File: src/rtl/l2irq_pkg.sv
package l2irq_pkg;
  localparam int unsigned REG_W  = 32;
  localparam int unsigned ADDR_W = 3;

  localparam logic [ADDR_W-1:0] ADDR_ENABLE = 3'h0;
  localparam logic [ADDR_W-1:0] ADDR_STATUS = 3'h4;

  typedef logic [REG_W-1:0] word_t;

  typedef struct packed {
    logic              sel;
    logic              wr;
    logic [ADDR_W-1:0] addr;
    word_t             wdata;
  } bus_req_t;
endpackage

File: src/rtl/l2irq_rst_sync.sv
module l2irq_rst_sync (
  input  logic clk,
  input  logic rst_n,
  output logic rst_sync_n
);
  logic [1:0] stage_q;
  logic [1:0] stage_d;

  always_comb begin
    stage_d = {stage_q[0], 1'b1};
  end

  always_ff @(posedge clk or negedge rst_n) begin
    if (!rst_n) stage_q <= 2'b00;
    else        stage_q <= stage_d;
  end

  assign rst_sync_n = stage_q[1];
endmodule

File: src/rtl/l2irq_regs.sv
module l2irq_regs
  import l2irq_pkg::*;
#(
  parameter int unsigned NUM_SRC = 12,
  parameter int unsigned NUM_FWD = 3,
  parameter logic [NUM_FWD-1:0] FWD_MASK = 3'b111,
  parameter bit WAKE_EN = 1'b1
) (
  input  logic               clk,
  input  logic               rst_n,
  input  bus_req_t           req_i,
  input  logic [NUM_SRC-1:0] status_i,
  input  logic               suspend_i,
  input  word_t              wake_i,
  output logic [NUM_SRC-1:0] en_q_o,
  output logic [NUM_SRC-1:0] en_eff_o,
  output word_t              rdata_o
);
  localparam logic [NUM_SRC-1:0] FWD_EXT = NUM_SRC'(FWD_MASK);

  logic [NUM_SRC-1:0] en_q;
  logic [NUM_SRC-1:0] en_d;
  logic               en_we;

  // next-state for the enable register
  always_comb begin
    en_we = req_i.sel & req_i.wr & (req_i.addr == ADDR_ENABLE);
    en_d  = req_i.wdata[NUM_SRC-1:0];
  end

  always_ff @(posedge clk or negedge rst_n) begin
    if (!rst_n)     en_q <= FWD_EXT;
    else if (en_we) en_q <= en_d;
  end

  // suspend overlay: stored value is left untouched, so release restores it
  generate
    if (WAKE_EN) begin : g_wake
      always_comb begin
        en_eff_o = suspend_i ? (en_q | FWD_EXT | wake_i[NUM_SRC-1:0]) : en_q;
      end
    end else begin : g_nowake
      logic unused_suspend;
      always_comb begin
        unused_suspend = suspend_i ^ (^wake_i[NUM_SRC-1:0]);
        en_eff_o       = en_q;
      end
    end
  endgenerate

  // read mux, combinational, zero outside selected reads
  always_comb begin
    rdata_o = '0;
    if (req_i.sel && !req_i.wr) begin
      case (req_i.addr)
        ADDR_ENABLE: rdata_o = REG_W'(en_q);
        ADDR_STATUS: rdata_o = REG_W'(status_i);
        default:     rdata_o = '0;
      endcase
    end
  end

  generate
    if (NUM_SRC < REG_W) begin : g_hi_unused
      logic unused_hi;
      assign unused_hi = (^req_i.wdata[REG_W-1:NUM_SRC]) ^ (^wake_i[REG_W-1:NUM_SRC]);
    end
  endgenerate

  assign en_q_o = en_q;
endmodule

File: src/rtl/l2irq_route.sv
module l2irq_route
  import l2irq_pkg::*;
#(
  parameter int unsigned NUM_SRC = 12,
  parameter int unsigned NUM_OUT = 2,
  parameter logic [NUM_OUT*REG_W-1:0] ROUTE_MASKS = {32'h0000_0140, 32'h0000_0EB8},
  parameter logic [NUM_SRC-1:0] L2_MASK = 12'hFF8
) (
  input  logic               clk,
  input  logic               rst_n,
  input  logic [NUM_SRC-1:0] src_i,
  input  logic [NUM_SRC-1:0] en_eff_i,
  output logic [NUM_SRC-1:0] status_o,
  output logic [NUM_OUT-1:0] agg_o
);
  logic [NUM_SRC-1:0] status_d;
  logic [NUM_SRC-1:0] status_q;
  logic [NUM_OUT-1:0] agg_d;
  logic [NUM_OUT-1:0] agg_q;

  always_comb begin
    status_d = src_i & en_eff_i & L2_MASK;
  end

  // one reduction per parent line, all from the same next-state status
  generate
    for (genvar k = 0; k < NUM_OUT; k++) begin : g_out
      localparam logic [NUM_SRC-1:0] ROUTE_K = ROUTE_MASKS[k*REG_W +: NUM_SRC];
      always_comb begin
        agg_d[k] = |(status_d & ROUTE_K);
      end
    end
  endgenerate

  always_ff @(posedge clk or negedge rst_n) begin
    if (!rst_n) begin
      status_q <= '0;
      agg_q    <= '0;
    end else begin
      status_q <= status_d;
      agg_q    <= agg_d;
    end
  end

  assign status_o = status_q;
  assign agg_o    = agg_q;
endmodule

File: src/rtl/l2irq_fwd.sv
module l2irq_fwd #(
  parameter int unsigned NUM_SRC = 12,
  parameter int unsigned NUM_FWD = 3,
  parameter logic [NUM_FWD-1:0] FWD_MASK = 3'b111
) (
  input  logic [NUM_SRC-1:0] src_i,
  output logic [NUM_FWD-1:0] fwd_o
);
  generate
    for (genvar i = 0; i < NUM_FWD; i++) begin : g_line
      if (FWD_MASK[i]) begin : g_pass
        assign fwd_o[i] = src_i[i];
      end else begin : g_tie
        assign fwd_o[i] = 1'b0;
      end
    end
    if (NUM_SRC > NUM_FWD) begin : g_rest
      logic unused_rest;
      assign unused_rest = ^src_i[NUM_SRC-1:NUM_FWD];
    end
  endgenerate
endmodule

File: src/rtl/l2irq_aggregator.sv
module l2irq_aggregator
  import l2irq_pkg::*;
#(
  parameter int unsigned NUM_SRC = 12,
  parameter int unsigned NUM_OUT = 2,
  parameter int unsigned NUM_FWD = 3,
  parameter logic [NUM_OUT*REG_W-1:0] ROUTE_MASKS = {32'h0000_0140, 32'h0000_0EB8},
  parameter logic [NUM_FWD-1:0] FWD_MASK = 3'b111,
  parameter bit WAKE_EN = 1'b1
) (
  input  logic               clk,
  input  logic               rst_n,
  input  logic [NUM_SRC-1:0] src_i,
  input  logic               bus_sel_i,
  input  logic               bus_wr_i,
  input  logic [2:0]         bus_addr_i,
  input  logic [31:0]        bus_wdata_i,
  output logic [31:0]        bus_rdata_o,
  input  logic               suspend_i,
  input  logic [31:0]        wake_mask_i,
  output logic [NUM_OUT-1:0] agg_irq_o,
  output logic [NUM_FWD-1:0] fwd_irq_o
);
  localparam logic [NUM_SRC-1:0] FWD_EXT = NUM_SRC'(FWD_MASK);
  localparam logic [NUM_SRC-1:0] L2_MASK = ~FWD_EXT;

  logic               rst_sync_n;
  bus_req_t           req;
  logic [NUM_SRC-1:0] en_q;
  logic [NUM_SRC-1:0] en_eff;
  logic [NUM_SRC-1:0] status_q;

  l2irq_rst_sync u_rst_sync (
    .clk       (clk),
    .rst_n     (rst_n),
    .rst_sync_n(rst_sync_n)
  );

  always_comb begin
    req.sel   = bus_sel_i;
    req.wr    = bus_wr_i;
    req.addr  = bus_addr_i;
    req.wdata = bus_wdata_i;
  end

  l2irq_regs #(
    .NUM_SRC (NUM_SRC),
    .NUM_FWD (NUM_FWD),
    .FWD_MASK(FWD_MASK),
    .WAKE_EN (WAKE_EN)
  ) u_regs (
    .clk      (clk),
    .rst_n    (rst_sync_n),
    .req_i    (req),
    .status_i (status_q),
    .suspend_i(suspend_i),
    .wake_i   (wake_mask_i),
    .en_q_o   (en_q),
    .en_eff_o (en_eff),
    .rdata_o  (bus_rdata_o)
  );

  l2irq_route #(
    .NUM_SRC    (NUM_SRC),
    .NUM_OUT    (NUM_OUT),
    .ROUTE_MASKS(ROUTE_MASKS),
    .L2_MASK    (L2_MASK)
  ) u_route (
    .clk     (clk),
    .rst_n   (rst_sync_n),
    .src_i   (src_i),
    .en_eff_i(en_eff),
    .status_o(status_q),
    .agg_o   (agg_irq_o)
  );

  l2irq_fwd #(
    .NUM_SRC (NUM_SRC),
    .NUM_FWD (NUM_FWD),
    .FWD_MASK(FWD_MASK)
  ) u_fwd (
    .src_i(src_i),
    .fwd_o(fwd_irq_o)
  );
endmodule

File: config.mk
export PLATFORM = sky130hd
export DESIGN_NAME = l2irq_aggregator
export DESIGN_NICKNAME = d
export VERILOG_FILES = /design/src/rtl/l2irq_pkg.sv /design/src/rtl/l2irq_rst_sync.sv /design/src/rtl/l2irq_regs.sv /design/src/rtl/l2irq_route.sv /design/src/rtl/l2irq_fwd.sv /design/src/rtl/l2irq_aggregator.sv
export SDC_FILE = /design/constraint.sdc
export NUM_CORES = 1
export LEC_CHECK = 0
export ABC_AREA = 1
export BUFFER_PORTS_ARGS = -buffer_cell sky130_fd_sc_hd__clkbuf_2
export CORE_ASPECT_RATIO = 1.2
export CORE_MARGIN = 2
export CORE_UTILIZATION = 25
export DETAILED_ROUTE_END_ITERATION = 8
export MAX_ROUTING_LAYER = met4
export PLACE_DENSITY = 0.59
export SETUP_SLACK_MARGIN = 0.1
export SLEW_MARGIN = 15
export SYNTH_ARGS = -nofsm -noshare
export SYNTH_HDL_FRONTEND = slang
export SYNTH_SLANG_ARGS = --single-unit
File: constraint.sdc
create_clock -name clk -period 1 [get_ports clk]
set_input_delay 0.05 -clock clk [delete_from_list [all_inputs] [get_ports clk]]
set_output_delay 0.05 -clock clk [all_outputs]
set_load 0.03 [all_outputs]
After elaboration in Yosys (flattened, before gate mapping):

Index checks and enable logic that the tools add are counted.
W data, S select, Z words.

* register bits after elaboration: 25
* input bits: 84
* output and inout bits: 37
* word-level logic and storage cells: 17

* equality and inequality tests: 1
* muxes and demuxes: 3
* bitwise gates (word level): 4
* reductions and logical operators: 5

Operators with widths (count)
* $mux W12: 2
* $pmux W12 S2: 1
* $and A12 B12 Y12: 1
* $or A12 B12 Y12: 1
* $reduce_or A7 Y1: 1
* $eq A3 B3 Y1 const B: 1
* $logic_not A3 Y1: 1
* $and A1 B1 Y1: 2
* $reduce_or A2 Y1: 1
* $logic_and A1 B1 Y1: 1
* $logic_not A1 Y1: 1

Logic depth before layout (Yosys ltp):

Gate-level depths: netlist (run 1).

* word-level depth: 4
* gate-level depth with buffers: 7
* mapped depth without buffers: 6

By module:

Synthesis (run 1) repeated with hierarchy kept, for this count alone.

* cells, all modules: 180
* area total of the unflattened synthesis: 1478.9 µm²

By module, submodules not included
* l2irq_regs: times used 1, cells each 134, area an instance 1007.2 µm², sequential area each 304.0 µm²
* l2irq_route: times used 1, cells each 40, area an instance 395.4 µm², sequential area each 275.3 µm²
* l2irq_rst_sync: times used 1, cells each 3, area an instance 53.8 µm², sequential area each 50.0 µm²
* l2irq_fwd: times used 1, cells each 3, area an instance 22.5 µm², sequential area each 0.0 µm²

Least setup slack after synthesis (run 1):

Ideal clock, no wire load.

* kind: register -> output
* start: reg u_regs.en_q[2] (netlist: u_regs.en_q_o[2])
* end: out bus_rdata_o[2]
* data arrival time: 1.235 ns
* data required time: 0.950 ns
* path slack: -0.285 ns
* stages on the path, launching flop included: 3
* buffers on the path: 0
* cells stage by stage: dfstp_2 -> inv_1 -> nor3_1

* cells in the longest elaborated chain, start to end: 2

Ends and longest elaborated chain
* start: declaration: RTL line l2irq_regs.sv:21 `logic [NUM_SRC-1:0] en_q;`
* start signal: assignment: RTL line l2irq_regs.sv:33 `else if (en_we) en_q <= en_d;`
* $pmux W12 S2: RTL line l2irq_regs.sv:55 `case (req_i.addr)`
* $mux W12: RTL line l2irq_regs.sv:54 `if (req_i.sel && !req_i.wr) begin`
* end: declaration: RTL line l2irq_aggregator.sv:18 `output logic [31:0] bus_rdata_o,`

No other way between the ends.

Worst setup path in the final report (run 1):

* start: reg u_regs.en_q[0] (netlist: u_regs.en_q_o[0])
* end: out bus_rdata_o[0]

The elaborated chain is that of the path after synthesis.

==> results of run 1 <==
-- per-stage QoR --
step | hold WS, ns | power [mW] | cells | setup TNS (ns)
floorplan | -0.246 | 1.80 | 188 | -0.306
global placement | -0.163 | 1.94 | 282 | -0.334
detailed placement | -0.161 | 1.95 | 282 | -0.319
CTS | 0.00245 | 2.75 | 308 | -1.34
global route | 0.00424 | 3.00 | 308 | -1.93
finish | 0.00735 | 2.79 | 308 | -1.05
-- state kept, by name, indices dropped and copies added (netlist names) --
name	cells
u_rst_sync.stage_q	2
u_route.status_o	9
u_regs.en_q_o	12
u_route.agg_o	2
-- power by group --
part	leakage (nW)	switching, mW	internal, mW	total, mW
clock	0.0228	0.293	0.284	0.577
sequential	0.299	0.0835	1.20	1.28
combinational	0.759	0.515	0.419	0.933
total	1.08	0.891	1.90	2.79
-- worst max path at each step --
stage | startpoint | end | slack, ns | cells after the start
global placement | bus_addr_i[1] | bus_rdata_o[11] | -0.04 | 6
floorplan | bus_addr_i[2] | bus_rdata_o[3] | -0.04 | 5
detailed placement | bus_addr_i[1] | bus_rdata_o[11] | -0.04 | 6
finish | u_regs.en_q_o[0] | bus_rdata_o[0] | -0.17 | 3
CTS | u_regs.en_q_o[0] | bus_rdata_o[0] | -0.18 | 3
global route | u_regs.en_q_o[0] | bus_rdata_o[0] | -0.24 | 3
-- cell type report --
class / count / area (um^2)
fillers: 559 / 3170
repair buffers: 83 / 669
flip-flops and latches: 25 / 629
multi-input cells: 114 / 627
inverters: 20 / 80.1
well taps: 62 / 77.6
clock buffers: 4 / 45.0
-- metal layers --
metal  wire [um]  part of all wire, %  track usage (%)  vias to the layer above
met5           0                    0                -                        -
met4          98                  2.8             6.17                        0
met3         204                  5.9             2.61                        8
met2        1920                   56             21.3                       36
met1        1230                   36             14.1                      573
li1            -                    -                -                      634
-- worst reg2reg max path, stage by stage, from the launching register on --
cell     delay (ns)
dfrtp_1        0.40
buf_4          0.14
inv_1          0.06
nand2_1        0.05
nand2_1        0.07
nand2_1        0.05
nor2_1         0.08
nand2_1        0.05
-- cell families after synthesis --
| kind of cell | after synthesis | synth area share, % |
|---|---|---|
| AO/OA/AOI/OAI | 25 | 9.42 |
| buffers and inverters | 49 | 21.6 |
| flip-flops | 25 | 46.0 |
| other | 2 | 0.549 |
| AND/OR/NAND/NOR | 68 | 22.4 |
-- cells in the final DEF (no fill, tap or decap), types with 2 or more instances in the layout --
| cell type | instances |
|---|---|
| nand2_1 | 40 |
| clkbuf_2 | 39 |
| dfrtp_1 | 22 |
| conb_1 | 21 |
| buf_4 | 16 |
| dlygate4sd3_1 | 13 |
| inv_1 | 10 |
| inv_2 | 8 |
| clkbuf_8 | 8 |
| nand2_2 | 7 |
| o21ai_1 | 7 |
| nand3_1 | 6 |
| a21oi_2 | 5 |
| a21oi_1 | 5 |
| nor3_4 | 4 |
| nand3_2 | 4 |
| o21ai_0 | 4 |
| buf_12 | 4 |
| buf_6 | 4 |
| nor2_1 | 3 |
| nor2_4 | 3 |
| dfstp_2 | 3 |
| inv_4 | 2 |
| buf_8 | 2 |
-- what timing repair did --
action | in CTS | in global routing
gates resized for setup | 34 | 29
pin swaps | 24 | 11
hold buffers | 13 | 0
buffers inserted | 9 | 2
endpoints found under the setup margin | 14 | 21
hold endpoints to repair | 14 | 0
cloned | 0 | 0
==> impl_metrics.yaml, run 1 <==
outcome:
  status: "finished with violations"
  violations: "negative setup slack"
route:
  viasPerCell: 4.06
  drc_errors: 0
  wl_um: 3450
  drt_iter0_markers: 33
  dr.pass1.iters: 3
  vias: 1251
  wire_per_inst_um: 11.2
  antenna_left: 0
logic_synthesis:
  synth_area_leaders: "dfrtp_1, nand2_1, buf_4"
  postSynth.asyncResetShare_pct: 100
  synth.yosys.seq_area_share_pct: 46.0
  synth_common_cells: "nand2_1, buf_4, dfrtp_1"
  synth-edff-count: 0
  ys_ff_latch: 25
  synth_area_um2: 1370
  yosysTopAreaCellShare_pct: 40.3
  synth.most_common_cell: "nand2_1"
  yosys_warnings: 0
  avgSynthCellArea_um2: 8.09
  yosys.cell_types.count: 21
  synthCells: 169
  synth_top_area_cell: "dfrtp_1"
  synth_flop_cell: "dfrtp_1"
sta:
  slew_viol_final: 0
  clock_skew_ns: 0.00259
  timing.final.crit_period_ns: 1.17
  hold_viol: 0
  max_clock_freq_ghz: 0.852
  fin_crit_sh_pct: 117
  setup-violations-final: 13
  fin_ws_ns: -0.174
  rsz0062_at_grt: "true"
clock_network:
  path_clk_slew_ns: 0.08
  clockRootBuffer: "clkbuf_8"
  cts_buffers: 3
  clk_latency_ns: 0.26
  cts_buffer_depth: 2
  cts.htree.levels: 1
  clock-sinks: 25
  cts_tree: "yes"
placed_design:
  portBuffers: 51
  place_area_um2: 1710
  gp_congestion: 0.767
  pre_cts_slack_ns: -0.0428
  hpwl_um: 2480
worst_setup_path:
  r2r_slack_ns: 0
  reg2reg_to: "u_route.agg_o[0]"
  worstSetupPathType: "reg -> out"
  cp_top_family: "flip-flops"
  rr_startpoint: "u_regs.en_q_o[4]"
  crit_required_ns: 0.95
  worstPathMaxFanout: 2
  max_stage_delay_ns: 0.53
  worst_path_max_delay_cell: "dfstp_2"
  cp.arrival_ns: 1.12
  path_cells: "inv_2, nor3_4, buf_8"
  crit_buf_inv: 2
  ff2ff_path_depth: 7
  cp-start-kind: "flop"
  end_kind: "output port"
floorplan:
  die_h_um: 85.0
  fp-row-count: 29
  core_um2: 5300
  ios: 121
  dieArea_um2: 6080
  initial_utilization_pct: 25.8
  die_w_um: 71.5
grt:
  grt_remaining_overflow: 0
  gr-usage-all-layers_pct: 12.7
  grt_pass1_vias: 1312
  grt_pass1_wl_um: 5820
  grt_max_degree: 21
  antenna_found_initial: 0
power_and_ir_drop:
  max-vdd-ir-drop_mv: 0.449
  p_per_area_nw_per_um2: 1310
  p_leak_nw: 1.08
finish:
  nNetsFinal: 331
  n_antenna_cell: 0
  drive_gt1_share_pct: 45.5
  finalCoreUtilization_pct: 40.2
  final_area_um2: 2130
  syn2layout_area_growth_pct: 55.6
job:
  cap_viol_max_count: 0
worst_hold_path:
  holdPathStages: 3
  hp-class: "in -> reg"
  holdPathEnd: "u_route.status_o[4]"
  min_from: "src_i[4]"
Power figures use the tool's default switching activity.
==> run 2: changes to the inputs <==
Settings changed: REMOVE_ABC_BUFFERS set to 1.
==> run 2 against run 1 <==
  * The run still ends with negative setup slack left
  * Sequential power about the same
  * Clock skew down 0.0013 ns
  * Global-route usage fell by 0.79 points
  * Count of clock-buffer cells in the layout unchanged
  * Highest routed layer unchanged
  * Critical path type unchanged
  * Largest power group unchanged
  * Die area stayed put
  * Hold slack got worse by 0.0032 ns
  * Critical path depth unchanged
  * Via count up 2.0%
==> impl_metrics.yaml, run 2 (synthesized netlist as in run 1, its figures left out) <==
outcome:
  status: "finished with violations"
  violations: "negative setup slack"
sta:
  hold-worst-slack_ns: 0.00418
  clock_skew_ns: 0.00131
  fin_crit_sh_pct: 120
  rsz0062_at_grt: "true"
  fin_ws_ns: -0.201
  hold_viol: 0
  timing.final.crit_period_ns: 1.20
  max_clock_freq_ghz: 0.833
  slew_viol_final: 0
  setup-violations-final: 12
route:
  drt_iter0_markers: 17
  viasPerCell: 4.09
  antenna_left: 0
  dr.pass1.iters: 4
  wl_um: 3410
  drc_errors: 0
  vias: 1276
  wire_per_inst_um: 10.9
grt:
  grt_remaining_overflow: 0
  grt-busiest-layer: "met2"
  grt_pass1_vias: 1250
  grt_use_met1_pct: 13.4
  use_met3_pct: 1.78
  antenna_found_initial: 0
  grt_max_degree: 17
  globalRouteMet2Util_pct: 20.9
  grt_pass1_wl_um: 5460
  gr-usage-all-layers_pct: 11.9
finish:
  final_cell_mix: "nand2_1, clkbuf_2, dfrtp_1, conb_1, dlygate4sd3_1"
  multi_input_area_um2: 619
  largest_register_ff_count: 12
  seqCellArea_um2: 629
  nFillCells: 534
  layout_commonest_cell: "nand2_1"
  drive_gt1_share_pct: 43.6
  fin_cells: 312
  nNetsFinal: 335
  syn2layout_area_growth_pct: 56.6
  n_antenna_cell: 0
clock_network:
  cts_buffer_depth: 2
  path_clk_slew_ns: 0.08
  cts_tree: "yes"
  clock-sinks: 25
  clk_latency_ns: 0.26
  clockRootBuffer: "clkbuf_8"
  cts_buffers: 3
  cts.htree.levels: 1
placed_design:
  pre_cts_slack_ns: -0.0265
  dp_cells: 284
  hpwl_um: 2520
  gp_congestion: 0.747
  portBuffers: 51
floorplan:
  die_h_um: 85.0
  fp-row-count: 29
  dieArea_um2: 6080
  die_w_um: 71.5
  ios: 121
  core_um2: 5300
  initial_utilization_pct: 25.8
power_and_ir_drop:
  power_frac_seq_pct: 47.5
  p_per_area_nw_per_um2: 1260
  internal_power_mw: 1.85
  p_clk_share_pct: 21.6
  p_switching_uw: 852
  p_leak_nw: 1.08
  max-vdd-ir-drop_mv: 0.434
  p_comb_share_pct: 30.9
  netSwitchingFraction_pct: 31.5
worst_setup_path:
  crit_required_ns: 0.95
  end_kind: "output port"
  cp-start-kind: "flop"
  worstSetupPathType: "reg -> out"
  worstPathMaxFanout: 2
  cp.arrival_ns: 1.15
job:
  cap_viol_max_count: 0
worst_hold_path:
  hp-class: "in -> reg"
==> run 2: cell types whose count changed in the layout (fill, tap and decap cells not counted), moves of 4 or more <==
cell and change:
dlygate4sd3_1 +4, a21oi_1 -5, nand3_2 +4, a21oi_2 +6, nand3_1 -4, nand2_2 -6, nand2_1 +6, inv_1 +4
buf_6 +7
==> run 2: final timing paths <==
| check | start | end | slack (ns) | depth (start not counted) |
|---|---|---|---|---|
| min in group asynchronous | rst_n | u_rst_sync.stage_q[0] | 0.10 | 2 |
| max | u_regs.en_q_o[1] | bus_rdata_o[1] | -0.20 | 3 |
| max in group asynchronous | u_rst_sync.stage_q[1] | u_regs.en_q_o[0] | 0.57 | 1 |
| min reg2reg | u_rst_sync.stage_q[1] | u_regs.en_q_o[11] | 0.19 | 1 |
| max reg2reg | u_regs.en_q_o[5] | u_route.agg_o[0] | 0.01 | 7 |
| min | src_i[4] | u_route.status_o[4] | 0.004 | 3 |
==> run 2: final cells by class <==
type / count / share of cell area [%]
inverter: 20 / 3.50
sequential: 25 / 29.4
clock buffer: 4 / 2.10
multi-input combinational: 114 / 28.9
tap: 62 / 3.62
timing repair buffer: 87 / 32.5
==> run 2: worst max-delay path, cell delays in order, from the launching register on <==
cell	delay, ns
dfstp_2	0.53
inv_2	0.04
nor3_2	0.13
clkbuf_8	0.19
==> run 2: power groups by stage <==
| stage | registers [mW] | clock network [mW] | logic [mW] |
|---|---|---|---|
| after global routing | 1.31 | 0.662 | 0.936 |
| after CTS | 1.27 | 0.614 | 0.749 |
| after global placement | 1.29 | 0 | 0.607 |
| after floorplan | 1.30 | 0 | 0.371 |
| final | 1.28 | 0.586 | 0.836 |
| after detailed placement | 1.29 | 0 | 0.613 |
==> run 2: metal layers <==
metal / vias up / routed length, um
li1: 639 / -
met1: 583 / 1360
met2: 48 / 1770
met3: 6 / 217
met4: 0 / 66
met5: - / 0
==> run 2: what timing repair did <==
item / in CTS / in global routing
hold buffers: 17 / 0
gates resized for setup: 23 / 43
endpoints found under the setup margin: 13 / 15
endpoints found under the hold margin: 18 / 0
pin swaps: 14 / 15
setup buffers: 4 / 3
cloned: 0 / 0
==> run 2: per-stage QoR <==
| step | power [mW] | TNS (ns) | util (%) | area (um^2) |
|---|---|---|---|---|
| after floorplan | 1.68 | -0.848 | - | 1220 |
| after global placement | 1.90 | -0.0587 | 31.7 | 1680 |
| after detailed placement | 1.90 | -0.0848 | 31.7 | 1680 |
| after CTS | 2.64 | -1.57 | 37.6 | 1990 |
| after global routing | 2.91 | -1.78 | 40.4 | 2140 |
| final | 2.71 | -0.947 | 40.4 | 2140 |
==> run 3: changes to the inputs <==
Settings changed: BUFFER_PORTS_ARGS -buffer_cell sky130_fd_sc_hd__clkbuf_2 to not set, DONT_BUFFER_PORTS set to 1, PLACE_DENSITY 0.59 to 0.4.
==> run 3 against run 2 <==
  * The run still ends with negative setup slack left
  * Die area did not move
  * Clock power decreased by 1%
  * Non-clock buffer count decreased by 36
  * Critical path depth unchanged
  * Global-route usage rose by 0.19 points
  * Maximum frequency up 1.4%
  * Critical path type unchanged
  * Highest routed layer unchanged
==> impl_metrics.yaml, run 3 (synthesized netlist as in run 1, its figures left out) <==
clock_network:
  clock-sinks: 25
  cts_tree: "yes"
  clockRootBuffer: "clkbuf_8"
  cts_buffer_depth: 2
  cts_buffers: 3
  clk_latency_ns: 0.26
  cts.htree.levels: 1
  path_clk_slew_ns: 0.08
worst_setup_path:
  crit_required_ns: 0.95
  ff2ff_path_depth: 7
  worstPathMaxFanout: 2
  cp.arrival_ns: 1.13
  end_kind: "output port"
  worstSetupPathType: "reg -> out"
  path_cells: "inv_2, nor3_2, buf_4"
  worst_path_max_delay_cell: "dfstp_2"
  cp-start-kind: "flop"
  max_stage_delay_ns: 0.53
finish:
  drive_gt1_share_pct: 23.4
  largest_register_ff_count: 12
  nNetsFinal: 299
  layout_commonest_cell: "nand2_1"
  final_cell_mix: "nand2_1, dlygate4sd3_1, dfrtp_1, conb_1, buf_4"
  nFillCells: 557
  syn2layout_area_growth_pct: 37.5
  finalCoreUtilization_pct: 35.5
  n_antenna_cell: 0
route:
  drc_errors: 0
  vias: 1178
  dr.pass1.iters: 4
  wl_um: 3440
  wirelength_met1_um: 1420
  met2_length_um: 1780
  wire_per_inst_um: 12.5
  topRoutingLayerUsed: "met4"
  antenna_left: 0
  viasPerCell: 4.27
  drt_iter0_markers: 24
  met3WireLength_um: 209
floorplan:
  dieArea_um2: 6080
  initial_utilization_pct: 25.8
  ios: 121
  fp-row-count: 29
  die_h_um: 85.0
  die_w_um: 71.5
  core_um2: 5300
power_and_ir_drop:
  p_per_area_nw_per_um2: 1380
  max-vdd-ir-drop_mv: 0.586
  p_leak_nw: 0.911
  total_power_mw: 2.60
sta:
  setup-violations-final: 12
  clock_skew_ns: 0.00202
  worst_slew_pin_slew_ns: 0.519
  rsz0062_at_grt: "true"
  maxSlewHeadroom_pct: 65.3
  timing.final.crit_period_ns: 1.18
  fin_ws_ns: -0.185
  hold_viol: 0
  fin_crit_sh_pct: 118
  max_clock_freq_ghz: 0.844
  slew_viol_final: 0
grt:
  gr-usage-all-layers_pct: 12.1
  grt_pass1_wl_um: 5580
  grt_remaining_overflow: 0
  grt_pass1_vias: 1185
  grt_max_degree: 24
  antenna_found_initial: 0
worst_hold_path:
  holdPathStages: 4
  hp-class: "in -> reg"
placed_design:
  gp_congestion: 0.675
  hpwl_um: 2510
  portBuffers: 0
job:
  cap_viol_max_count: 0
outcome:
  status: "finished with violations"
  violations: "negative setup slack"
-- run 3: path summary, 6_finish.rpt --
path / from / to / slack [ns]
worst max-delay path: u_regs.en_q_o[2] / bus_rdata_o[2] / -0.18
worst min-delay path: suspend_i / u_route.status_o[9] / 0.002
worst max register to register: u_regs.en_q_o[7] / u_route.agg_o[0] / 0
worst min register to register: u_rst_sync.stage_q[1] / u_regs.en_q_o[10] / 0.22
max in group asynchronous: u_rst_sync.stage_q[1] / u_regs.en_q_o[2] / 0.50
min in group asynchronous: rst_n / u_rst_sync.stage_q[1] / 0.01
-- run 3: worst max-delay path: cells and delay by family, from the launching register on --
family / cells / cell delay (ns)
buffers and inverters: 2 / 0.23
flip-flops: 1 / 0.53
AND/OR/NAND/NOR: 1 / 0.11
-- run 3: cell type report --
class                   count  area [um^2]  share of cell area, %
repair buffers             51          482                   25.6
flip-flops and latches     25          629                   33.5
multi-input cells         114          572                   30.4
well taps                  62         77.6                   4.13
clock buffers               4         45.0                   2.40
inverters                  20         75.1                   3.99
-- run 3: repair_timing --
action,CTS,global route
buffers inserted,4,2
hold buffers,27,0
pin swaps,16,1
hold endpoints to repair,24,0
cloned,0,0
resized for setup,8,12
endpoints found under the setup margin,13,18
-- run 3: routing by layer --
metal	up-vias	track usage, %
met5	-	-
met4	0	3.60
met3	2	2.49
met2	48	20.5
met1	556	14.3
li1	572	-
-- run 3: stage by stage --
stage,hold slack [ns],setup TNS [ns],std cells,setup WS [ns],area [um^2]
2_1_floorplan,-0.246,-0.848,159,-0.285,1220
6_report,0.00152,-1.33,276,-0.185,1880
3_5_place_dp,-0.246,-0.0104,240,-0.0104,1460
3_3_place_gp,-0.246,0,240,0.0461,1460
4_1_cts,0.000592,-1.54,275,-0.193,1830
5_1_grt,0.00542,-2.21,276,-0.212,1880
-- run 3: report_power, final --
part / leakage, nW / internal, mW / switching [mW]
sequential: 0.299 / 1.20 / 0.102
clock: 0.0228 / 0.284 / 0.295
combinational: 0.589 / 0.299 / 0.419
total: 0.911 / 1.78 / 0.817
